<file path="config.mk">
export PLATFORM = sky130hd
export DESIGN_NAME = result_byte_port
export DESIGN_NICKNAME = d
export VERILOG_FILES = /design/src/rtl/result_byte_port.sv
export SDC_FILE = /design/constraint.sdc
export NUM_CORES = 1
export LEC_CHECK = 0
export BUFFER_PORTS_ARGS = -buffer_cell sky130_fd_sc_hd__buf_2
export CORE_MARGIN = 1
export CORE_UTILIZATION = 40
export DETAILED_ROUTE_END_ITERATION = 10
export REMOVE_ABC_BUFFERS = 1
export SLEW_MARGIN = 20
export SYNTH_ARGS = -nofsm -noshare
export SYNTH_HDL_FRONTEND = slang
export SYNTH_SLANG_ARGS = --single-unit
</file>
<file path="constraint.sdc">
create_clock -name clk -period 2.3 [get_ports clk]
set_input_delay 0.23 -clock clk [delete_from_list [all_inputs] [get_ports clk]]
set_output_delay 0.23 -clock clk [all_outputs]
set_load 0.03 [all_outputs]
</file>
<file path="src/rtl/result_byte_port.sv">
module result_byte_port #(
  parameter int NREG   = 4,
  parameter int WORD_W = 16
) (
  input  logic                     clk,
  input  logic                     rst,
  input  logic                     mod_we,
  input  logic [$clog2(NREG)-1:0]  mod_sel,
  input  logic [WORD_W-1:0]        mod_data,
  input  logic                     bus_rd,
  input  logic                     bus_wr,
  input  logic [$clog2(NREG):0]    bus_addr,
  input  logic [WORD_W/2-1:0]      bus_wdata,
  output logic [WORD_W/2-1:0]      bus_rdata
);
  localparam int BYTE_W = WORD_W / 2;
  localparam int SEL_W  = $clog2(NREG);

  logic [WORD_W-1:0] word_q [NREG];
  logic [BYTE_W-1:0] lat_q;
  logic [SEL_W-1:0]  rd_sel;
  logic              rd_low;
  logic [WORD_W-1:0] rd_word;

  assign rd_sel  = bus_addr[SEL_W:1];
  assign rd_low  = bus_addr[0];
  assign rd_word = word_q[rd_sel];

  for (genvar i = 0; i < NREG; i++) begin : g_word
    always_ff @(posedge clk) begin
      if (rst)
        word_q[i] <= '0;
      else if (mod_we && mod_sel == SEL_W'(i))
        word_q[i] <= mod_data;
    end
  end

  always_ff @(posedge clk) begin
    if (rst) begin
      lat_q     <= '0;
      bus_rdata <= '0;
    end else if (bus_rd) begin
      if (rd_low) begin
        bus_rdata <= lat_q;
      end else begin
        bus_rdata <= rd_word[WORD_W-1:BYTE_W];
        lat_q     <= rd_word[BYTE_W-1:0];
      end
    end
  end

  logic unused_bus_w;
  assign unused_bus_w = bus_wr ^ (^bus_wdata);
endmodule

</file>
==> impl_metrics.yaml <==
timing:
  rsz0062_at_grt: "no"
  fin_tns_setup_ns: 0
  hold_viol: 0
  skew_ns: 0.00693
  slew_viol_final: 0
  post-route-period-util: 0.690
  fmax_mhz: 630
  timing.final.crit_period_ns: 1.59
  setup_viol: 0
  worstMarginPinSlew_ns: 1.15
  slew_headroom: 0.229
die:
  start_util: 0.420
  core_mm2: 0.00834
  rows: 33
  fp.dieW_um: 95.6
  ios: 42
  die-area_mm2: 0.00914
  die_h_um: 95.6
final_layout:
  fin_area_mm2: 0.00394
  diodes: 0
  fin_nets: 311
  drive_gt1_frac: 0.294
  finalCoreUtilization: 0.472
  syn2layout_area_growth_pct: 12.4
synth:
  synth-edff-count: 64
  yosys_most_used_dff: "edfxtp_1"
  yosys-top-cells-area: "edfxtp_1, and2_1, dfxtp_1"
  synth_area_mm2: 0.00350
  synthArstFlopShare: 0
  synth_top_area_frac: 0.549
  yosysSeqAreaShare: 0.640
  ys_types: 23
  synthCells: 247
  syn_area_per_cell_um2: 14.2
  ys_warn_count: 0
  synth_top_area_cell: "edfxtp_1"
  synth-seq-cells: 80
  synth_common_cells: "and2_1, edfxtp_1, dfxtp_1, nand2_1, mux2_2"
power_and_ir_drop:
  p_clk_frac: 0.355
  seq_power_share: 0.554
  switching_power_uw: 681
  p_leak_uw: 0.00145
  irDropWorstVdd_uv: 295
  power_density_mw_per_mm2: 777
  p_int_uw: 2380
  combinationalPowerShare: 0.090
  p_sw_frac: 0.223
worst_setup_path:
  path_cells: "buf_2 -> nand2b_1 -> nor3_2 -> and2_1"
  slowest_delay_ns: 0.91
  required_ns: 2.51
  arrival_ns: 1.79
  path_class: "in2reg"
  cp_top_family: "simple AND/OR/NAND/NOR gates"
  cp.buffers_inverters: 1
  cp_slowest_cell: "nor3_2"
  rrSetupSlack_ns: 1.00
  cp-end-kind: "register"
  cp-start-kind: "input pin"
  worstPathMaxFanout: 16
clocking:
  clk_pin_slew_ns: 0.08
  cts_sinks: 80
  cts_hold_buffers: 0
  cts-root-buf: "clkbuf_8"
  cts_tree: "built"
  clkLatencyLatePin_ns: 0.35
  clockBufferDepth: 2
  h-tree-depth: 3
  numCtsBuffers: 9
  post_cts_resized: 0
  cts_setup_buffers: 0
detailed_routing:
  drt-total-wl_mm: 6.97
  met2_length_mm: 3.58
  wl_per_cell_um: 18.0
  ant_nets: 0
  dr_wl_met3_um: 424
  vias: 1980
  drt_iter0_markers: 98
  first_pass_iters: 5
  drc_errors: 0
  met1Wirelength_mm: 2.86
  dr.max_layer_used: "met4"
  via_per_inst: 5.12
global_route:
  grtUsageTotal: 0.169
  overflow: 0
  grt_pass1_wl_mm: 10.7
  grt_start_max_net_pins: 19
  antenna_found_initial: 0
  grt_pass1_vias: 1919
hold_path:
  hp-class: "in2reg"
placement:
  hpwl_mm: 4.25
  place_congestion: 0.685
  place_area_mm2: 0.00371
  io_buffer_count: 32
run:
  drv_cap: 0
run_status:
  status: "finished, final reports clean"
[per-stage QoR]
step / hold WS, ns / power (uW) / std cells / setup slack, ns
2_1_floorplan: 0.299 / 1880 / 231 / 1.19
3_3_place_gp: 0.444 / 2000 / 371 / 0.453
3_5_place_dp: 0.448 / 2010 / 371 / 0.396
4_1_cts: 0.180 / 3080 / 387 / 0.762
5_1_grt: 0.189 / 3180 / 387 / 0.662
6_report: 0.187 / 3060 / 387 / 0.714
[flip-flops by register name, summed over array words and instances (netlist names)]
register	flops
bus_rdata	8
lat_q	8
word_q	64
[per-layer routing]
| metal | vias up | track usage |
|---|---|---|
| li1 | 970 | - |
| met1 | 940 | 0.210 |
| met2 | 62 | 0.288 |
| met3 | 8 | 0.0287 |
| met4 | 0 | 0.0746 |
| met5 | - | 0 |
[power by group through the flow]
stage,clock [uW],sequential (uW),combinational [uW]
2_1_floorplan,0,1740,145
3_3_place_gp,0,1720,275
3_5_place_dp,0,1730,280
4_1_cts,1100,1700,280
5_1_grt,1170,1710,303
6_report,1090,1700,276
[logic make-up after synthesis]
logic type / after synthesis / share of synthesized area
muxes: 24 / 0.107
and+or+nand+nor: 97 / 0.160
DFF: 80 / 0.640
AOI/OAI and AO/OA: 28 / 0.0614
buffers and inverters: 18 / 0.0318
[area by class of cell]
cell class	count	area [um^2]
fillers	775	4400
flip-flops and latches	80	2240
multi-input cells	149	1160
repair buffers	35	183
clock buffers	13	170
well taps	105	131
clock inverters	3	40.0
inverters	2	7.51
[placed cells by master (no fill, tap or decap)]
master,n
a31o_2,4
mux2_4,4
nor3_4,2
buf_2,32
nor2_1,9
a21oi_1,8
bufinv_16,1
a211oi_1,8
nand2b_1,2
a222oi_1,8
inv_2,2
mux4_2,8
dfxtp_1,16
nor2b_1,2
nand2_1,16
clkbuf_1,2
clkinv_2,2
buf_4,3
clkbuf_16,1
and2_1,64
edfxtp_1,64
nor3_2,2
clkbuf_8,10
mux2_2,12
[path summary, 6_finish.rpt]
| check | startpoint | end | cells after the start |
|---|---|---|---|
| max | rst | word_q[2][9] | 4 |
| min | mod_data[5] | word_q[0][5] | 2 |
| max reg2reg | word_q[0][14] | bus_rdata[6] | 3 |
| min reg2reg | lat_q[6] | lat_q[6] | 2 |
(Power assumes the default switching activity.)
